<file path="src/rtl/mcopy_pkg.sv">
package mcopy_pkg;

  typedef enum logic [1:0] {
    MC_IDLE  = 2'd0,
    MC_READ  = 2'd1,
    MC_WRITE = 2'd2,
    MC_DONE  = 2'd3
  } mc_state_e;

endpackage

</file>
<file path="src/rtl/mcopy_fsm.sv">
module mcopy_fsm
  import mcopy_pkg::*;
(
  input  logic      clk,
  input  logic      rst,
  input  logic      start_i,
  input  logic      zero_cnt_i,
  input  logic      last_i,
  input  logic      rd_valid_i,
  output mc_state_e state_o,
  output logic      accept_o,
  output logic      capture_o,
  output logic      step_o,
  output logic      finish_o
);

  mc_state_e state_q, state_d;

  assign accept_o  = start_i && (state_q == MC_IDLE);
  assign capture_o = (state_q == MC_READ) && rd_valid_i;
  assign step_o    = (state_q == MC_WRITE);
  assign finish_o  = (state_q == MC_DONE);
  assign state_o   = state_q;

  always_comb begin
    state_d = state_q;
    unique case (state_q)
      MC_IDLE:  if (accept_o) state_d = zero_cnt_i ? MC_DONE : MC_READ;
      MC_READ:  if (rd_valid_i) state_d = MC_WRITE;
      MC_WRITE: state_d = last_i ? MC_DONE : MC_READ;
      MC_DONE:  state_d = MC_IDLE;
      default:  state_d = MC_IDLE;
    endcase
  end

  always_ff @(posedge clk) begin
    if (rst) state_q <= MC_IDLE;
    else     state_q <= state_d;
  end

endmodule

</file>
<file path="src/rtl/mcopy_datapath.sv">
module mcopy_datapath #(
  parameter int unsigned ADDR_W   = 32,
  parameter int unsigned DATA_W   = 8,
  parameter int unsigned CNT_W    = 16,
  parameter int unsigned NARROW_W = 8
) (
  input  logic              clk,
  input  logic              rst,
  input  logic              accept_i,
  input  logic              capture_i,
  input  logic              step_i,
  input  logic              wide_i,
  input  logic [ADDR_W-1:0] src_i,
  input  logic [ADDR_W-1:0] dst_i,
  input  logic [CNT_W-1:0]  cnt_i,
  input  logic [DATA_W-1:0] rd_data_i,
  output logic [ADDR_W-1:0] src_q_o,
  output logic [ADDR_W-1:0] dst_q_o,
  output logic [CNT_W-1:0]  cnt_q_o,
  output logic [DATA_W-1:0] data_q_o,
  output logic              zero_cnt_o,
  output logic              last_o
);

  localparam logic [CNT_W-1:0] CNT_ONE = CNT_W'(1);

  function automatic logic [ADDR_W-1:0] ptr_advance(input logic [ADDR_W-1:0] p);
    return ADDR_W'(p + ADDR_W'(1));
  endfunction

  function automatic logic [CNT_W-1:0] cnt_retire(input logic [CNT_W-1:0] c);
    return CNT_W'(c - CNT_ONE);
  endfunction

  logic [CNT_W-1:0] narrow_cnt;
  logic [CNT_W-1:0] sel_cnt;

  generate
    if (NARROW_W < CNT_W) begin : g_mask
      assign narrow_cnt = {{(CNT_W-NARROW_W){1'b0}}, cnt_i[NARROW_W-1:0]};
    end else begin : g_full
      assign narrow_cnt = cnt_i;
    end
  endgenerate

  assign sel_cnt    = wide_i ? cnt_i : narrow_cnt;
  assign zero_cnt_o = (sel_cnt == '0);
  assign last_o     = (cnt_q_o == CNT_ONE);

  always_ff @(posedge clk) begin
    if (rst) begin
      src_q_o  <= '0;
      dst_q_o  <= '0;
      cnt_q_o  <= '0;
      data_q_o <= '0;
    end else begin
      if (accept_i) begin
        src_q_o <= src_i;
        dst_q_o <= dst_i;
        cnt_q_o <= sel_cnt;
      end else if (step_i) begin
        src_q_o <= ptr_advance(src_q_o);
        dst_q_o <= ptr_advance(dst_q_o);
        cnt_q_o <= cnt_retire(cnt_q_o);
      end
      if (capture_i) data_q_o <= rd_data_i;
    end
  end

endmodule

</file>
<file path="src/rtl/mcopy_engine.sv">
module mcopy_engine
  import mcopy_pkg::*;
#(
  parameter int unsigned ADDR_W   = 32,
  parameter int unsigned DATA_W   = 8,
  parameter int unsigned CNT_W    = 16,
  parameter int unsigned NARROW_W = 8
) (
  input  logic              clk,
  input  logic              rst,
  input  logic              start_i,
  input  logic              wide_i,
  input  logic [ADDR_W-1:0] src_i,
  input  logic [ADDR_W-1:0] dst_i,
  input  logic [CNT_W-1:0]  cnt_i,
  output logic              busy_o,
  output logic              done_o,
  output logic              wb_o,
  output logic [ADDR_W-1:0] src_fin_o,
  output logic [ADDR_W-1:0] dst_fin_o,
  output logic [CNT_W-1:0]  cnt_fin_o,
  output logic              rd_req_o,
  output logic [ADDR_W-1:0] rd_addr_o,
  input  logic              rd_valid_i,
  input  logic [DATA_W-1:0] rd_data_i,
  output logic              wr_en_o,
  output logic [ADDR_W-1:0] wr_addr_o,
  output logic [DATA_W-1:0] wr_data_o
);

  mc_state_e         state_w;
  logic              accept_w, capture_w, step_w, finish_w;
  logic              zero_w, last_w;
  logic [ADDR_W-1:0] src_q, dst_q;
  logic [CNT_W-1:0]  cnt_q;
  logic [DATA_W-1:0] data_q;

  mcopy_fsm u_fsm (
    .clk        (clk),
    .rst        (rst),
    .start_i    (start_i),
    .zero_cnt_i (zero_w),
    .last_i     (last_w),
    .rd_valid_i (rd_valid_i),
    .state_o    (state_w),
    .accept_o   (accept_w),
    .capture_o  (capture_w),
    .step_o     (step_w),
    .finish_o   (finish_w)
  );

  mcopy_datapath #(
    .ADDR_W   (ADDR_W),
    .DATA_W   (DATA_W),
    .CNT_W    (CNT_W),
    .NARROW_W (NARROW_W)
  ) u_dp (
    .clk        (clk),
    .rst        (rst),
    .accept_i   (accept_w),
    .capture_i  (capture_w),
    .step_i     (step_w),
    .wide_i     (wide_i),
    .src_i      (src_i),
    .dst_i      (dst_i),
    .cnt_i      (cnt_i),
    .rd_data_i  (rd_data_i),
    .src_q_o    (src_q),
    .dst_q_o    (dst_q),
    .cnt_q_o    (cnt_q),
    .data_q_o   (data_q),
    .zero_cnt_o (zero_w),
    .last_o     (last_w)
  );

  assign busy_o    = (state_w != MC_IDLE);
  assign done_o    = finish_w;
  assign wb_o      = finish_w;
  assign src_fin_o = src_q;
  assign dst_fin_o = dst_q;
  assign cnt_fin_o = cnt_q;
  assign rd_req_o  = (state_w == MC_READ);
  assign rd_addr_o = src_q;
  assign wr_en_o   = step_w;
  assign wr_addr_o = dst_q;
  assign wr_data_o = data_q;

endmodule

</file>
<file path="config.mk">
export PLATFORM = sky130hd
export DESIGN_NAME = mcopy_engine
export DESIGN_NICKNAME = d
export VERILOG_FILES = /design/src/rtl/mcopy_pkg.sv /design/src/rtl/mcopy_fsm.sv /design/src/rtl/mcopy_datapath.sv /design/src/rtl/mcopy_engine.sv
export SDC_FILE = /design/constraint.sdc
export NUM_CORES = 1
export LEC_CHECK = 0
export BUFFER_PORTS_ARGS = -buffer_cell sky130_fd_sc_hd__buf_2
export CORE_UTILIZATION = 35
export CTS_BUF_LIST = sky130_fd_sc_hd__clkbuf_4
export DETAILED_ROUTE_END_ITERATION = 12
export GPL_TIMING_DRIVEN = 0
export PLACE_DENSITY = 0.73
export SETUP_SLACK_MARGIN = 0.2
export SLEW_MARGIN = 10
export SYNTH_ARGS = -nofsm -noshare
export SYNTH_HDL_FRONTEND = slang
export SYNTH_HIERARCHICAL = 1
export SYNTH_SLANG_ARGS = --single-unit
</file>
<file path="constraint.sdc">
create_clock -name clk -period 4.4 [get_ports clk]
set_clock_uncertainty 0.2 [all_clocks]
set_input_delay 0.88 -clock clk [delete_from_list [all_inputs] [get_ports clk]]
set_output_delay 0.88 -clock clk [all_outputs]
set_load 0.02 [all_outputs]
</file>
== Yosys cells after proc, flatten, opt, wreduce, memory -nomap -nowiden ==
Cells that the tools add are included.
Word-level totals
  register bits after elaboration: 90
  output and inout port bits: 157
  word-level logic and storage cells: 33
Operators by class
  add/subtract/negate cells: 3
  equal/unequal tests: 6
  mux-type cells: 12
  reductions and logical operators: 7
Operators with widths (number)
  $mux 32: 4
  $add 32x1->32 const B: 2
  $mux 16: 3
  $eq 16x1->1 const B: 1
  $logic_not 16->1: 1
  $sub 16x1->16 const B: 1
  $mux 2: 4
  $pmux 2 s4: 1
  $eq 2x2->1 const B: 2
  $reduce_bool 2->1: 2
  $eq 2x1->1 const B: 1
  $logic_and 1x1->1: 2
  $logic_not 2->1: 1
  $ne 2x1->1 const B: 1
  $ne 2x2->1 const B: 1
  $reduce_and 2->1: 1

== Logic depth before layout (Yosys ltp) ==
Gate-level depths: netlist (run 1).
  word-level depth: 5
  mapped depth: 8
  depth with buffers taken out: 6

== By module ==
The synthesis (run 1) kept the hierarchy.
By module, submodules not included
  mcopy_datapath: times used 1, cells each 646, area each 5148.7 um^2, seq. area each 1761.7 um^2
  mcopy_engine: times used 1, cells each 67, area each 503.0 um^2, seq. area each 0.0 um^2
  mcopy_fsm: times used 1, cells each 13, area each 126.4 um^2, seq. area each 40.0 um^2

== Worst setup path after synthesis (run 1) ==
Ideal clock, no wire load.
  path type: flip-flop to flip-flop
  start: register u_fsm.state_q[1], in the netlist u_fsm/state_o[1]
  end: register u_dp.src_q_o[21]
  setup time: 0.079 ns
  data arrival time: 2.392 ns
  path slack: 1.729 ns
  cell stages (with the launch flop): 8
  clock period less this slack: 2.671 ns
  path through: dfxtp_1 nor2b_1 clkbuf_1 clkbuf_1 inv_1 nor3_1 o311ai_0 o211ai_1
Between the ends
  elaborated cells between the ends (all ways): 5
RTL lines
  start: declaration: RTL line mcopy_fsm.sv:17  | mc_state_e state_q, state_d;
  start signal: assignment: RTL line mcopy_fsm.sv:38  | else state_q <= state_d;
  $eq 2x2->1: RTL line mcopy_fsm.sv:21  | assign step_o = (state_q == MC_WRITE);
  named net wr_en_o: RTL line mcopy_engine.sv:26  | output logic wr_en_o,
  $reduce_bool 2->1 (no line)
  end signal: assignment: RTL line mcopy_datapath.sv:58  | src_q_o <= src_i;
  end signal: assignment: RTL line mcopy_datapath.sv:62  | src_q_o <= ptr_advance(src_q_o);
  end: declaration: RTL line mcopy_datapath.sv:17  | output logic [ADDR_W-1:0] src_q_o,
The timed path passes the listed nets, and every way through them passes these cells.
A chain may end at the register's enable or synchronous reset.

== Final worst setup path (run 1) ==
  start: register u_fsm.state_q[1], in the netlist u_fsm/state_o[1]
  end: register u_dp.src_q_o[21]
Between the ends
  cells in the longest elaborated chain, start to end: 3
  elaborated cells between the ends (all ways): 5
Ends and longest elaborated chain
  $logic_not 2->1: RTL line mcopy_fsm.sv:19  | assign accept_o = start_i && (state_q == MC_IDLE);
  $logic_and 1x1->1: RTL line mcopy_fsm.sv:19
  $mux 32 or $reduce_bool 2->1 (tied branches)
Parallel ways exist; a longest one is shown, timed or not.

==> results of run 1 <==
[per-layer routing]
metal	vias to the layer above	wire length [µm]	global-route usage
met5	-	13	0
met4	2	354	0.0859
met3	31	1410	0.0354
met2	281	10000	0.391
met1	3053	9400	0.326
li1	3160	-	-
[placed cells by master (no fill, tap or decap), types with 5 or more instances in the layout]
master     synthesis  layout
or3_1              6       6
o21ai_0            5       5
a22o_1             5       5
a311oi_1          20      20
nor2_1            71      71
inv_1             27      27
xnor2_1           20      20
a211oi_1          27      27
and3_1            10      10
o31a_1             5       5
nor2b_1            5       5
nor4_1            26      26
xor2_1            16      16
o211ai_1           8       8
nor3b_1            7       7
or3b_2             6       6
a21oi_1           28      28
mux2i_1           11      11
and4_1             9       9
a31oi_1            6       6
nor3_1            23      23
a2111oi_0          8       8
buf_4             65      65
nand4_1           29      29
clkbuf_1          39      39
buf_2              2     251
or4_1             12      12
clkbuf_4           0      12
nand2_1           44      44
o31ai_1           11      11
dfxtp_1           90      90
nand3_1           30      30
[worst max-delay path, delay by kind of cell (launching register included)]
family          cells  cell delay [ps]
simple gates        2             1250
buf+inv             3             1170
compound gates      2              490
flops               1              470
[synthesized netlist by cell type, types with 20 or more instances]
cell      number
nor3_1        23
a311oi_1      20
nor2_1        71
a211oi_1      27
nand3_1       30
xnor2_1       20
buf_4         65
nand2_1       44
dfxtp_1       90
clkbuf_1      39
nor4_1        26
a21oi_1       28
nand4_1       29
inv_1         27
[state kept, by name, indices dropped and copies added (netlist names)]
name / cells
u_dp/data_q_o: 8
u_dp/dst_q_o: 32
u_dp/src_q_o: 32
u_fsm/state_o: 2
u_dp/cnt_q_o: 16
[metrics by stage]
| step | utilization | worst slack (ps) | hold slack, ps | instances |
|---|---|---|---|---|
| CTS | 0.463 | 808 | 314 | 1207 |
| floorplan | - | 1730 | 372 | 726 |
| detailed placement | 0.456 | 415 | 283 | 1191 |
| finish | 0.463 | 758 | 305 | 1208 |
| global placement | 0.456 | 474 | 269 | 1191 |
| global route | 0.463 | 514 | 324 | 1208 |
[cells by family after synthesis]
family / share of synthesized area
AO/OA/AOI/OAI: 0.183
AND/OR/NAND/NOR: 0.290
multiplexers: 0.0191
flip-flops: 0.312
XOR/XNOR: 0.0546
adder cells (fa/ha/maj): 0.00866
buffers and inverters: 0.133
[area by class of cell]
type / instances / share of cell area
Tap cell: 216 / 0.0365
Clock buffer: 12 / 0.0122
Multi-Input combinational cell: 498 / 0.434
Antenna cell: 1 / 0.000338
Timing Repair Buffer: 249 / 0.168
Inverter: 27 / 0.0137
Clock inverter: 4 / 0.00253
Buffer: 111 / 0.0897
Sequential cell: 90 / 0.243
[worst min-delay path by stage]
stage	endpoint	cells past startpoint	slack (ps)
after global placement	u_dp/data_q_o[2]	2	270
after detailed placement	u_dp/data_q_o[4]	2	280
after floorplan	u_fsm/state_o[0]	2	370
after CTS	u_dp/data_q_o[4]	2	310
final	u_dp/data_q_o[4]	2	310
after global routing	u_dp/data_q_o[4]	2	320
[power by group through the flow]
stage	logic (mW)	clock network [mW]	registers (mW)
CTS	0.631	0.438	0.990
global route	0.681	0.475	1.00
global placement	0.624	0	1.01
finish	0.630	0.425	0.990
detailed placement	0.628	0	1.01
floorplan	0.332	0	1.05
==> impl_metrics.env, run 1 <==
export IMPL_netlist_area_um2=5780
export IMPL_yosysUniqueCellTypes=62
export IMPL_async_flop_share=0
export IMPL_p_sw_uw=777
export IMPL_grt_pass1_wl_mm=31.2
export IMPL_worst_pin_slew_ps=1170
export IMPL_postRouteAntennaNets=0
export IMPL_pwr_share_comb=0.308
export IMPL_slew_headroom=0.217
export IMPL_cellPowerDensity_nw_per_um2=276
export IMPL_finalCriticalPeriod_ps=3640
export IMPL_vias=6527
export IMPL_critPathRequiredTime_ps=4600
export IMPL_core_um2=16000
export IMPL_fin_setup_tns_ps=0
export IMPL_grt_overflow_total=0
export IMPL_ios=250
export IMPL_drtPass1Iterations=5
export IMPL_hold_start="u_dp/data_q_o[4]"
export IMPL_multi_input_area_um2=3210
export IMPL_numCtsBuffers=9
export IMPL_root_buffer="clkbuf_4"
export IMPL_synth_net_count=823
export IMPL_period_share=0.828
export IMPL_internal_power_mw=1.27
export IMPL_wirelength_mm=21.2
export IMPL_worstSetupPathType="flip-flop to flip-flop"
export IMPL_syn_avg_cell_area_um2=7.96
export IMPL_synth_seq_cells=90
export IMPL_endpoint="u_dp/src_q_o[21]"
export IMPL_dieArea_um2=17000
export IMPL_ir_worst_vdd_uv=137
export IMPL_drive_above_1_share=0.355
export IMPL_antenna_found_initial=2
export IMPL_finalMaxSlewViolations=0
export IMPL_hpwlAfterDp_mm=16.0
export IMPL_gp_congestion=0.881
export IMPL_path_common_cell="clkbuf_1"
export IMPL_maxCapViolations=0
export IMPL_wl_per_cell_um=17.6
export IMPL_p_seq_frac=0.484
export IMPL_reg2regPathDepth=7
export IMPL_die_height_um=130
export IMPL_hold_viol=0
export IMPL_cp_arrival_ps=3840
export IMPL_die_w_um=130
export IMPL_placed_area_um2=7290
export IMPL_yosysWarnings=6
export IMPL_cp_cell_sequence="nor2b_1, clkbuf_1, clkbuf_1, inv_1, nor3_1, o311ai_0, o211ai_1"
export IMPL_clk_insertion_delay_late_ps=460
export IMPL_htreeDepth=3
export IMPL_cts_sinks=90
export IMPL_nets=1083
export IMPL_slowest_stage="nor3_1"
export IMPL_holdBufCountCts=0
export IMPL_r2r_end="u_dp/src_q_o[21]"
export IMPL_yosys_area_top_type="dfxtp_1"
export IMPL_cts_tree="built"
export IMPL_slowest_delay_ps=1000
export IMPL_start_util=0.361
export IMPL_stdcell_area_um2=7410
export IMPL_total_leakage_power_nw=3.26
export IMPL_hold_path_class="flip-flop to flip-flop"
export IMPL_synthFlopType="dfxtp_1"
export IMPL_netlist_instances=726
export IMPL_grt_start_max_net_pins=14
export IMPL_initialDrtViolationCount=553
export IMPL_fmax_mhz=275
export IMPL_pwr_share_clk=0.208
export IMPL_area_delta_synth_final_pct=28.2
export IMPL_p_total_mw=2.05
export IMPL_seqCellArea_um2=1800
export IMPL_crit_start="u_fsm/state_o[1]"
export IMPL_cts_clk_slew_worst_paths_ps=140
export IMPL_grt_util_all_layers=0.242
export IMPL_swShare=0.380
export IMPL_portBuffers=249
export IMPL_viasPerCell=5.40
export IMPL_synthTopCellsByArea="dfxtp_1 (31%), buf_4 (8.4%), nor2_1 (4.6%)"
export IMPL_cts_repair_resize_count=0
export IMPL_cts_setup_buffers=0
export IMPL_synth_top_cell_area_share=0.312
export IMPL_fillers=1691
export IMPL_drc=0
export IMPL_worst_r2r_startpoint="u_fsm/state_o[1]"
export IMPL_clockBufferDepth=2
export IMPL_synth_edf_count=0
export IMPL_worst_path_max_fanout=10
export IMPL_grt_pass1_vias=5676
export IMPL_rows=46
export IMPL_status="finished clean"
export IMPL_reg2reg_slack_ps=760
export IMPL_startpoint_type="flip-flop"
export IMPL_end_kind="flip-flop"
export IMPL_finalSetupViolCount=0
export IMPL_rsz0062_at_grt="false"
export IMPL_yosysSeqAreaShare=0.312
Power figures use the tool's default switching activity.
==> inputs of run 2 (changes only) <==
PLACE_DENSITY = 0.75   (was 0.73)
clock period = 3.33 ns   (was 4.4 ns; I/O delays follow)
==> impl_metrics.env, run 2 (same netlist as run 1, synthesis figures left out) <==
export IMPL_htreeDepth=3
export IMPL_hold_ws_ps=157
export IMPL_finalCriticalPeriod_ps=2790
export IMPL_grt_start_max_net_pins=16
export IMPL_gp_congestion=0.899
export IMPL_cp_arrival_ps=2960
export IMPL_worstSetupPathType="flip-flop to flip-flop"
export IMPL_wl_per_cell_um=17.6
export IMPL_die_height_um=130
export IMPL_p_total_mw=2.95
export IMPL_initialDrtViolationCount=534
export IMPL_clk_insertion_delay_late_ps=490
export IMPL_hold_path_class="primary input to flip-flop"
export IMPL_hpwlAfterDp_mm=16.0
export IMPL_viasPerCell=5.45
export IMPL_swShare=0.362
export IMPL_ir_worst_vdd_uv=187
export IMPL_cellPowerDensity_nw_per_um2=392
export IMPL_cts_sinks=90
export IMPL_grt_util_all_layers=0.246
export IMPL_vias=6586
export IMPL_grt_overflow_total=0
export IMPL_rows=46
export IMPL_area_delta_synth_final_pct=30.2
export IMPL_final_cell_mix="buf_2 (251), dfxtp_1 (90), nor2_1 (71)"
export IMPL_die_w_um=130
export IMPL_drc=0
export IMPL_grt_pass1_vias=5774
export IMPL_slew_headroom=0.296
export IMPL_antenna_found_initial=3
export IMPL_total_leakage_power_nw=3.30
export IMPL_p_seq_frac=0.443
export IMPL_start_util=0.361
export IMPL_maxCapViolations=0
export IMPL_layout_commonest_cell="buf_2"
export IMPL_core_um2=16000
export IMPL_finalMaxSlewViolations=0
export IMPL_nets=1083
export IMPL_p_sw_mw=1.07
export IMPL_pwr_share_clk=0.274
export IMPL_grt_pass1_wl_mm=31.7
export IMPL_postRouteAntennaNets=0
export IMPL_root_buffer="clkbuf_4"
export IMPL_fmax_mhz=358
export IMPL_post_route_util=0.470
export IMPL_portBuffers=249
export IMPL_worst_path_max_fanout=10
export IMPL_dp_cells=1191
export IMPL_fin_cells=1209
export IMPL_top_regs="u_dp/dst_q_o (32), u_dp/src_q_o (32), u_dp/cnt_q_o (16)"
export IMPL_clockBufferDepth=2
export IMPL_rsz0062_at_grt="false"
export IMPL_wirelength_mm=21.2
export IMPL_internal_power_mw=1.88
export IMPL_stdcell_area_um2=7520
export IMPL_cts_tree="built"
export IMPL_dieArea_um2=17000
export IMPL_hold_viol=0
export IMPL_worst_pin_slew_ps=1050
export IMPL_cts_clk_slew_worst_paths_ps=160
export IMPL_holdBufCountCts=0
export IMPL_drive_above_1_share=0.363
export IMPL_ios=250
export IMPL_startpoint_type="flip-flop"
export IMPL_critPathRequiredTime_ps=3500
export IMPL_drtPass1Iterations=5
export IMPL_period_share=0.839
export IMPL_placed_area_um2=7290
export IMPL_status="finished clean"
export IMPL_end_kind="flip-flop"
export IMPL_numCtsBuffers=9
export IMPL_pwr_share_comb=0.283
export IMPL_finalSetupViolCount=0
==> run 2: layer usage <==
metal | global-route usage | part of all wire | vias up
li1 | - | - | 3166
met1 | 0.321 | 0.43 | 3056
met2 | 0.407 | 0.47 | 334
met3 | 0.0411 | 0.079 | 28
met4 | 0.0920 | 0.017 | 2
met5 | 0 | 0.00061 | -
==> run 2: repair_timing <==
action | in CTS | in global routing
resized for setup | 4 | 7
setup endpoints to repair | 20 | 29
buffers inserted | 0 | 0
==> run 2: path summary, 6_finish.rpt <==
kind / startpoint / to / slack (ps) / depth (start not counted)
setup reg to reg: u_fsm/state_o[1] / u_dp/src_q_o[15] / 540 / 6
setup / recovery: u_fsm/state_o[1] / u_dp/src_q_o[15] / 540 / 6
hold reg to reg: u_dp/data_q_o[2] / u_dp/data_q_o[2] / 320 / 2
hold / removal: rst / u_fsm/state_o[0] / 160 / 2
==> run 2: per-stage QoR <==
step | setup slack, ps | setup TNS, ps
detailed placement | -280 | -4150
global route | 267 | 0
global placement | -271 | -4040
floorplan | 659 | 0
finish | 537 | 0
CTS | 269 | 0
==> run 2: power groups by stage <==
stage          sequential, mW  clock (mW)  combinational (mW)
2_1_floorplan            1.39           0               0.439
3_3_place_gp             1.33           0               0.822
3_5_place_dp             1.33           0               0.829
4_1_cts                  1.31       0.825               0.834
5_1_grt                  1.33       0.861               0.902
6_report                 1.31       0.807               0.835
==> run 2: area by class of cell <==
cell class / instances / area [µm²]
inverter: 27 / 101
antenna: 2 / 5.00
tap: 216 / 270
multi-input combinational: 498 / 3250
sequential: 90 / 1800
clock buffer: 9 / 67.6
fill: 1657 / 8480
buffer: 111 / 668
clock inverter: 7 / 116
timing repair buffer: 249 / 1250
==> run 2: critical path, stage by stage (launching register included) <==
cell and delay [ps]:
dfxtp_1 490, nor2b_1 280, clkbuf_2 280, nand4_1 330, nor4_2 590, nor4b_1 380, a2111oi_0 120
==> inputs of run 3 (changes only) <==
clock period = 2.5 ns   (was 3.33 ns; I/O delays follow)
==> impl_metrics.env, run 3 (same netlist as run 1, synthesis figures left out) <==
export IMPL_status="finished clean"
export IMPL_maxCapViolations=0
export IMPL_top_regs="u_dp/dst_q_o (32), u_dp/src_q_o (32), u_dp/cnt_q_o (16)"
export IMPL_critPathBufInv=3
export IMPL_clockBufferDepth=2
export IMPL_grt_util_all_layers=0.252
export IMPL_cp_cell_sequence="clkbuf_8, nand4_1, or4_4, buf_6, buf_4, o31a_1, o31a_1"
export IMPL_p_total_mw=3.81
export IMPL_nets=1118
export IMPL_worst_path_max_fanout=7
export IMPL_rsz0062_at_grt="true"
export IMPL_cellPowerDensity_nw_per_um2=471
export IMPL_antenna_found_initial=3
export IMPL_cts_tree="built"
export IMPL_total_leakage_power_nw=3.61
export IMPL_die_w_um=130
export IMPL_start_util=0.361
export IMPL_path_common_cell="o31a_1"
export IMPL_period_share=0.902
export IMPL_core_um2=16000
export IMPL_post_route_util=0.506
export IMPL_hold_viol=0
export IMPL_die_height_um=130
export IMPL_initialDrtViolationCount=628
export IMPL_drive_above_1_share=0.468
export IMPL_drc=0
export IMPL_area_delta_synth_final_pct=40.1
export IMPL_grt_pass1_vias=5911
export IMPL_grt_overflow_total=0
export IMPL_finalMaxSlewViolations=0
export IMPL_root_buffer="clkbuf_4"
export IMPL_grt_pass1_wl_mm=32.3
export IMPL_fillers=1605
export IMPL_viasPerCell=5.51
export IMPL_wirelength_mm=22.1
export IMPL_postRouteAntennaNets=0
export IMPL_portBuffers=249
export IMPL_finalCriticalPeriod_ps=2250
export IMPL_slew_headroom=0.524
export IMPL_cpLargestDelayFamily="simple AND/OR/NAND/NOR gates"
export IMPL_drtPass1Iterations=5
export IMPL_slowest_delay_ps=470
export IMPL_ios=250
export IMPL_hold_ws_ps=40.2
export IMPL_end_kind="flip-flop"
export IMPL_dieArea_um2=17000
export IMPL_rows=46
export IMPL_gp_congestion=0.870
export IMPL_ir_worst_vdd_uv=315
export IMPL_htreeDepth=3
export IMPL_finalSetupViolCount=0
export IMPL_final_cell_mix="buf_2 (253), buf_4 (100), nor2_1 (70)"
export IMPL_numCtsBuffers=9
export IMPL_grt_start_max_net_pins=14
export IMPL_clk_insertion_delay_late_ps=490
export IMPL_hold_path_class="primary input to flip-flop"
export IMPL_slowest_stage="or4_4"
export IMPL_startpoint_type="flip-flop"
export IMPL_cp_arrival_ps=2450
export IMPL_vias=6867
export IMPL_hpwlAfterDp_mm=15.9
export IMPL_cts_clk_slew_worst_paths_ps=150
export IMPL_wl_per_cell_um=17.7
export IMPL_layout_commonest_cell="buf_2"
export IMPL_worst_pin_slew_ps=714
export IMPL_worstSetupPathType="flip-flop to flip-flop"
export IMPL_cts_sinks=90
export IMPL_fmax_mhz=443
export IMPL_critPathRequiredTime_ps=2690
-- run 3: power by group --
group	switching [mW]	leakage (nW)	internal, mW
clock network	0.530	0.0818	0.348
logic	0.690	2.77	0.502
registers	0.190	0.760	1.55
total	1.41	3.61	2.40
-- run 3: path summary, 6_finish.rpt --
kind | startpoint | to | slack (ps) | cells after the start
hold / removal | cnt_i[12] | u_dp/cnt_q_o[12] | 40 | 2
hold reg to reg | u_dp/data_q_o[2] | u_dp/data_q_o[2] | 310 | 2
setup / recovery | u_dp/src_q_o[12] | u_dp/src_q_o[28] | 250 | 7
setup reg to reg | u_dp/src_q_o[12] | u_dp/src_q_o[28] | 250 | 7
-- run 3: area by class of cell --
cell class,instances,area [µm²],share of cell area
repair buffers,284,1520,0.188
clock inverters,3,40.0,0.00495
flip-flops and latches,90,1900,0.234
plain buffers,111,744,0.0920
multi-input cells,498,3410,0.421
diodes,5,12.5,0.00155
inverters,27,101,0.0125
clock buffers,13,97.6,0.0121
well taps,216,270,0.0334
-- run 3: per-layer routing --
metal | global-route usage | share of wire
met1 | 0.332 | 0.42
met5 | 0 | 0
met4 | 0.0974 | 0.022
met3 | 0.0428 | 0.078
met2 | 0.409 | 0.47
-- run 3: timing repair --
action / CTS / global route
resized for setup: 62 / 59
pin swaps: 11 / 8
endpoints found under the hold margin: 1 / 0
setup endpoints to repair: 80 / 47
hold buffers: 1 / 0
buffers inserted: 21 / 13
-- run 3: metrics by stage --
stage	cells	setup WS [ps]	cell area (µm²)	TNS (ps)
3_5_place_dp	1191	-895	7370	-52910
2_1_floorplan	726	191	5860	0
5_1_grt	1243	174	8080	0
6_report	1247	245	8090	0
3_3_place_gp	1191	-892	7370	-51600
4_1_cts	1229	183	7870	0
